$ cat src/rtl/m12_pkg.sv
package m12_pkg;
    // Blocks per subframe; the overhead slot order below is fixed by the frame format.
    localparam int BLOCKS_PER_SF = 6;
    localparam int BLK_W         = 3;

    // Meaning of the head bit of each block within a subframe.
    typedef enum logic [BLK_W-1:0] {
        OH_MX = 3'd0,   // alignment bit (M) or alarm bit (X) in the last subframe
        OH_C1 = 3'd1,
        OH_F1 = 3'd2,
        OH_C2 = 3'd3,
        OH_C3 = 3'd4,
        OH_F2 = 3'd5    // followed by the stuff block
    } oh_slot_e;
endpackage

$ cat src/rtl/m12_frame_pos.sv
module m12_frame_pos
    import m12_pkg::*;
#(
    parameter  int NUM_TRIB  = 4,
    parameter  int INFO_BITS = 48,
    localparam int BIT_W     = $clog2(INFO_BITS + 1),
    localparam int LANE_W    = $clog2(NUM_TRIB)
) (
    input  logic              clk,
    input  logic              rst_n,
    input  logic              adv,
    output logic [BIT_W-1:0]  slot,
    output logic [BLK_W-1:0]  blk,
    output logic [LANE_W-1:0] sf,
    output logic [LANE_W-1:0] lane
);
    typedef struct packed {
        logic [BIT_W-1:0]  slot;   // 0 = head bit, 1..INFO_BITS = information bits
        logic [BLK_W-1:0]  blk;
        logic [LANE_W-1:0] sf;
        logic [LANE_W-1:0] lane;   // tributary owning the current information bit
    } pos_t;

    pos_t pos_q, pos_d;

    always_comb begin
        pos_d = pos_q;
        if (adv) begin
            if (pos_q.slot == BIT_W'(INFO_BITS)) begin
                pos_d.slot = '0;
                pos_d.lane = '0;
                if (pos_q.blk == BLK_W'(BLOCKS_PER_SF - 1)) begin
                    pos_d.blk = '0;
                    pos_d.sf  = (pos_q.sf == LANE_W'(NUM_TRIB - 1)) ? '0 : pos_q.sf + 1'b1;
                end else begin
                    pos_d.blk = pos_q.blk + 1'b1;
                end
            end else begin
                pos_d.slot = pos_q.slot + 1'b1;
                if (pos_q.slot != '0) begin
                    pos_d.lane = (pos_q.lane == LANE_W'(NUM_TRIB - 1)) ? '0 : pos_q.lane + 1'b1;
                end
            end
        end
    end

    always_ff @(posedge clk or negedge rst_n) begin
        if (!rst_n) pos_q <= '0;
        else        pos_q <= pos_d;
    end

    assign slot = pos_q.slot;
    assign blk  = pos_q.blk;
    assign sf   = pos_q.sf;
    assign lane = pos_q.lane;
endmodule

$ cat src/rtl/m12_oh_gen.sv
module m12_oh_gen
    import m12_pkg::*;
(
    input  logic             [BLK_W-1:0] blk,
    input  logic             first_sf,
    input  logic             last_sf,
    input  logic             lof,
    input  logic             stuff_flag,
    input  logic             loop_flag,
    output logic             oh_bit
);
    always_comb begin
        case (oh_slot_e'(blk))
            OH_MX:   oh_bit = last_sf ? ~lof : ~first_sf;  // M pattern 0,1,1 then X
            OH_C1:   oh_bit = stuff_flag;
            OH_C2:   oh_bit = stuff_flag;
            OH_C3:   oh_bit = stuff_flag ^ loop_flag;      // loopback code flips C3
            OH_F1:   oh_bit = 1'b0;
            OH_F2:   oh_bit = 1'b1;
            default: oh_bit = 1'b0;
        endcase
    end
endmodule

$ cat src/rtl/m12_lane_mux.sv
module m12_lane_mux #(
    parameter  int NUM_TRIB = 4,
    localparam int LANE_W   = $clog2(NUM_TRIB)
) (
    input  logic [LANE_W-1:0]   lane,
    input  logic                active,
    input  logic [NUM_TRIB-1:0] data,
    input  logic [NUM_TRIB-1:0] vld,
    output logic [NUM_TRIB-1:0] req,
    output logic                lane_bit
);
    logic [NUM_TRIB-1:0] inv_mask;

    for (genvar t = 0; t < NUM_TRIB; t++) begin : g_lane
        // even-numbered tributaries (2, 4, ...) travel inverted
        assign inv_mask[t] = 1'((t % 2) == 1);
        assign req[t]      = active && (lane == LANE_W'(t));
    end

    always_comb begin
        lane_bit = (vld[lane] ? data[lane] : 1'b1) ^ inv_mask[lane];
    end
endmodule

$ cat src/rtl/m12_mux.sv
module m12_mux
    import m12_pkg::*;
#(
    parameter  int NUM_TRIB  = 4,
    parameter  int INFO_BITS = 48,
    localparam int BIT_W     = $clog2(INFO_BITS + 1),
    localparam int LANE_W    = $clog2(NUM_TRIB)
) (
    input  logic                clk,
    input  logic                rst_n,
    input  logic                bit_en,
    input  logic                lof_in,
    input  logic [NUM_TRIB-1:0] stuff_req,
    input  logic [NUM_TRIB-1:0] loop_cmd,
    input  logic [NUM_TRIB-1:0] trib_data,
    input  logic [NUM_TRIB-1:0] trib_vld,
    output logic [NUM_TRIB-1:0] trib_req,
    output logic                t2_bit,
    output logic                t2_frame_start,
    output logic                t2_strobe
);
    typedef struct packed {
        logic [NUM_TRIB-1:0] stuff;   // stuff flag per tributary, held per subframe
        logic [NUM_TRIB-1:0] loopb;   // loopback flag per tributary
        logic                obit;
        logic                fs;
        logic                stb;
    } st_t;

    st_t st_q, st_d;

    logic [BIT_W-1:0]  slot;
    logic [BLK_W-1:0]  blk;
    logic [LANE_W-1:0] sf;
    logic [LANE_W-1:0] lane;
    logic              oh_bit;
    logic              lane_bit;
    logic              at_head;
    logic              sf_head;
    logic              stuff_slot;
    logic              info_take;

    m12_frame_pos #(.NUM_TRIB(NUM_TRIB), .INFO_BITS(INFO_BITS)) pos_i (
        .clk   (clk),
        .rst_n (rst_n),
        .adv   (bit_en),
        .slot  (slot),
        .blk   (blk),
        .sf    (sf),
        .lane  (lane)
    );

    m12_oh_gen oh_i (
        .blk        (blk),
        .first_sf   (sf == '0),
        .last_sf    (sf == LANE_W'(NUM_TRIB - 1)),
        .lof        (lof_in),
        .stuff_flag (st_q.stuff[sf]),
        .loop_flag  (st_q.loopb[sf]),
        .oh_bit     (oh_bit)
    );

    m12_lane_mux #(.NUM_TRIB(NUM_TRIB)) mux_i (
        .lane     (lane),
        .active   (info_take),
        .data     (trib_data),
        .vld      (trib_vld),
        .req      (trib_req),
        .lane_bit (lane_bit)
    );

    always_comb begin
        at_head    = (slot == '0);
        sf_head    = at_head && (blk == BLK_W'(OH_MX));
        // subframe n offers its stuff slot to tributary n in the first lane round of the last block
        stuff_slot = (blk == BLK_W'(OH_F2)) && !at_head &&
                     (slot <= BIT_W'(NUM_TRIB)) && (lane == sf) && st_q.stuff[sf];
        info_take  = bit_en && !at_head && !stuff_slot;

        st_d     = st_q;
        st_d.stb = bit_en;
        st_d.fs  = 1'b0;
        if (bit_en) begin
            if (sf_head) begin
                st_d.stuff[sf] = stuff_req[sf];
                st_d.loopb[sf] = loop_cmd[sf];
            end
            st_d.fs = sf_head && (sf == '0);
            if (at_head)         st_d.obit = oh_bit;
            else if (stuff_slot) st_d.obit = 1'b0;
            else                 st_d.obit = lane_bit;
        end
    end

    always_ff @(posedge clk or negedge rst_n) begin
        if (!rst_n) st_q <= '0;
        else        st_q <= st_d;
    end

    assign t2_bit         = st_q.obit;
    assign t2_frame_start = st_q.fs;
    assign t2_strobe      = st_q.stb;
endmodule

$ cat config.mk
export PLATFORM = sky130hd
export DESIGN_NAME = m12_mux
export DESIGN_NICKNAME = d
export VERILOG_FILES = /design/src/rtl/m12_pkg.sv /design/src/rtl/m12_frame_pos.sv /design/src/rtl/m12_oh_gen.sv /design/src/rtl/m12_lane_mux.sv /design/src/rtl/m12_mux.sv
export SDC_FILE = /design/constraint.sdc
export NUM_CORES = 1
export LEC_CHECK = 0
export ABC_CLOCK_PERIOD_IN_PS = 4200
export CAP_MARGIN = 20
export CORE_MARGIN = 2
export CORE_UTILIZATION = 65
export CTS_BUF_LIST = sky130_fd_sc_hd__clkbuf_16
export CTS_CLUSTER_DIAMETER = 150
export DETAILED_ROUTE_END_ITERATION = 10
export DONT_BUFFER_PORTS = 1
export PLACE_DENSITY = 0.88
export SLEW_MARGIN = 20
export SYNTH_ARGS = -nofsm -noshare
export SYNTH_HDL_FRONTEND = slang
export SYNTH_SLANG_ARGS = --single-unit
$ cat constraint.sdc
create_clock -name clk -period 4.2 [get_ports clk]
set_input_delay 0.84 -clock clk [delete_from_list [all_inputs] [get_ports clk]]
set_output_delay 0.84 -clock clk [all_outputs]
set_load 0.03 [all_outputs]
==> results.py <==
metrics = {
    "outcome": {
        "status": "complete, no violations",
    },
    "finish": {
        "area_growth_syn_to_layout_pct": 5.07,
        "seqCellArea_um2": 601,
        "drive_above_1_share_pct": 17.4,
        "mostFrequentLayoutCells": "dfrtp_1, nand2_1, ha_1",
        "final_common_cell": "dfrtp_1",
        "antenna_cells": 0,
        "nNetsFinal": 165,
        "fillCellCount": 156,
        "multi_input_area_um2": 812,
        "fin_cells": 160,
    },
    "clock_network": {
        "path_clk_slew_ps": 60,
        "cts_inserted_buffers": 3,
        "cts_resized": 0,
        "cts_tree": "built",
        "numClockSinks": 24,
        "cts.path.max_buffers": 2,
        "root_buffer": "clkbuf_16",
        "cts_hold_buf": 0,
        "insertion_delay_ps": 260,
        "cts_setup_buffers": 0,
        "htree_num_levels": 1,
    },
    "drt": {
        "ant_nets": 0,
        "vias": 1029,
        "vias_per_cell": 6.43,
        "wl_per_cell_um": 17.9,
        "route.detailed.drc": 0,
        "wl_mm": 2.86,
        "first_iter_violations": 28,
        "firstDrtPassIters": 4,
    },
    "worst_setup_path": {
        "cpPeakStageDelay_ps": 620,
        "crit_fanout": 10,
        "reg2reg_slack_ps": 2240,
        "critical_path_arrival_ps": 2000,
        "start_kind": "flop",
        "regToRegEndpoint": "pos_i.sf[1]$_DFFE_PN0P_",
        "required_ps": 3360,
        "worst_r2r_path_depth": 6,
        "rr_startpoint": "pos_i.slot[0]$_DFFE_PN0P_",
        "end_kind": "output port",
        "cp_cell_sequence": "mux4_2 -> a41oi_2 -> and2_2",
        "slowest_stage": "mux4_2",
        "crit_type": "reg2out",
    },
    "sta": {
        "final_hold_viol_count": 0,
        "max_slew.worst_pin.slew_ps": 498,
        "skew_ps": 3.55,
        "timing.final.crit_share_pct": 67.6,
        "max_freq_ghz": 0.352,
        "fin_crit_ps": 2840,
        "setup_viol": 0,
        "rsz0062_at_grt": "no",
        "max_slew_margin_pct": 65.9,
        "slew_violations": 0,
        "setup_tns_ps": 0,
    },
    "logic_synthesis": {
        "synth_cells": 135,
        "yosys-top-cells-area": "dfrtp_1, ha_1, mux2_2, mux4_1, nand2_1",
        "ys_seq_elements": 24,
        "synth_area_um2": 1480,
        "syn_nets": 166,
        "ys_seq_area_share_pct": 40.5,
        "yosysTopAreaCellShare_pct": 40.5,
        "syn_avg_cell_area_um2": 11.0,
        "yosysTopAreaCell": "dfrtp_1",
        "ys_types": 40,
        "yosysWarnings": 0,
    },
    "die": {
        "die_area_um2": 2680,
        "ios": 27,
        "rows": 17,
        "die_h_um": 51.7,
        "core_area_um2": 2190,
        "chipWidth_um": 51.7,
        "initial_core_util_pct": 67.6,
    },
    "pwr": {
        "totalPowerFinal_mw": 0.795,
        "combPwrFrac_pct": 28.4,
        "swShare_pct": 35.6,
        "seq_power_share_pct": 46.4,
        "p_switching_mw": 0.283,
        "p_leak_nw": 0.718,
        "ir_drop_mv": 0.419,
        "p_int_mw": 0.512,
        "p_per_area_nw_per_um2": 511,
        "pwr-share-clk_pct": 25.1,
    },
    "global_route": {
        "grt_max_degree": 25,
        "track_usage_pct": 23.5,
        "grt_pass1_vias": 932,
        "grt_antenna_before_repair": 0,
        "gr-total-overflow": 0,
        "grt_first_pass_wirelength_mm": 4.51,
    },
    "worst_hold_path": {
        "min_path_type": "in2async",
    },
    "placed_design": {
        "dp_hpwl_mm": 2.07,
        "gp_congestion": 0.711,
        "dp.cells": 157,
        "io_buffers": 0,
    },
    "run": {
        "maxCapViolations": 0,
    },
}
worst max-delay path by stage:
stage / start / to / slack (ps) / cells after the start
3_5_place_dp: pos_i.sf[0]$_DFFE_PN0P_ / trib_req[2] / 1640 / 3
2_1_floorplan: pos_i.slot[0]$_DFFE_PN0P_ / trib_req[0] / 1830 / 6
6_report: pos_i.sf[0]$_DFFE_PN0P_ / trib_req[2] / 1360 / 3
5_1_grt: pos_i.slot[0]$_DFFE_PN0P_ / trib_req[2] / 1270 / 6
4_1_cts: pos_i.slot[0]$_DFFE_PN0P_ / trib_req[2] / 1350 / 6
3_3_place_gp: pos_i.sf[0]$_DFFE_PN0P_ / trib_req[0] / 1670 / 3
power by group through the flow:
| stage | registers, mW | logic [mW] | clock network [mW] |
|---|---|---|---|
| after global placement | 0.367 | 0.213 | 0 |
| after floorplan | 0.343 | 0.208 | 0 |
| after detailed placement | 0.371 | 0.224 | 0 |
| after global routing | 0.378 | 0.248 | 0.213 |
| final | 0.369 | 0.226 | 0.200 |
| after CTS | 0.368 | 0.227 | 0.203 |
metrics by stage:
stage | hold WS, ps | setup slack, ps | area, µm² | utilization [%]
3_3_place_gp | 484 | 1670 | 1480 | 67.6
5_1_grt | 265 | 1270 | 1560 | 71.0
6_report | 274 | 1360 | 1560 | 71.0
2_1_floorplan | 470 | 1830 | 1480 | -
3_5_place_dp | 496 | 1640 | 1480 | 67.6
4_1_cts | 275 | 1350 | 1560 | 71.0
synthesized netlist by cell type (all sizes together):
cell type,number
nor4,2
nor3,4
and4bb,1
o22ai,1
a41oi,1
xnor2,3
nand2b,3
a31oi,3
nor2,5
buf,3
and2,5
nand3,4
mux2,9
a21oi,2
o31ai,1
o21ai,4
nor3b,1
a2111oi,1
nand4,1
nor4b,2
a21o,5
or3,1
inv,9
clkbuf,3
dfrtp,24
ha,11
nand2,14
xor2,3
o211ai,1
mux4,4
mux2i,1
and3,2
a32oi,1
metal layers:
layer | GRT usage, % | wire length [µm]
met1 | 27.6 | 1120
met4 | 8.77 | 68
met3 | 7.18 | 165
met5 | 0 | 0
met2 | 40.2 | 1500
state kept, by name, indices dropped and copies added, names as in the netlist:
name	cells
t2_bit	1
t2_frame_start	1
t2_strobe	1
pos_i.sf	2
st_q	8
pos_i.slot	6
pos_i.lane	2
pos_i.blk	3
cells by family (layout without fill, tap and decap cells):
group	count (synthesis)	in the layout	share of synthesized area [%]
compound gates	20	20	9.63
xor+xnor	6	6	3.55
fa+ha+maj	11	11	9.29
buf+inv	15	12	4.64
flops	24	24	40.5
mux	14	14	14.4
simple gates	45	45	18.0
cell type report:
type | instances | area share [%]
tap | 28 | 2.25
multi-input combinational | 96 | 52.2
sequential | 24 | 38.6
inverter | 9 | 2.17
clock buffer | 3 | 4.82
critical path, delay by kind of cell (launching register included):
family	cells	cell delay (ps)
AOI/OAI and AO/OA	1	240
muxes	1	620
and+or+nand+nor	1	290
DFF	1	590
Note: power is estimated with default switching activity, not from simulation.
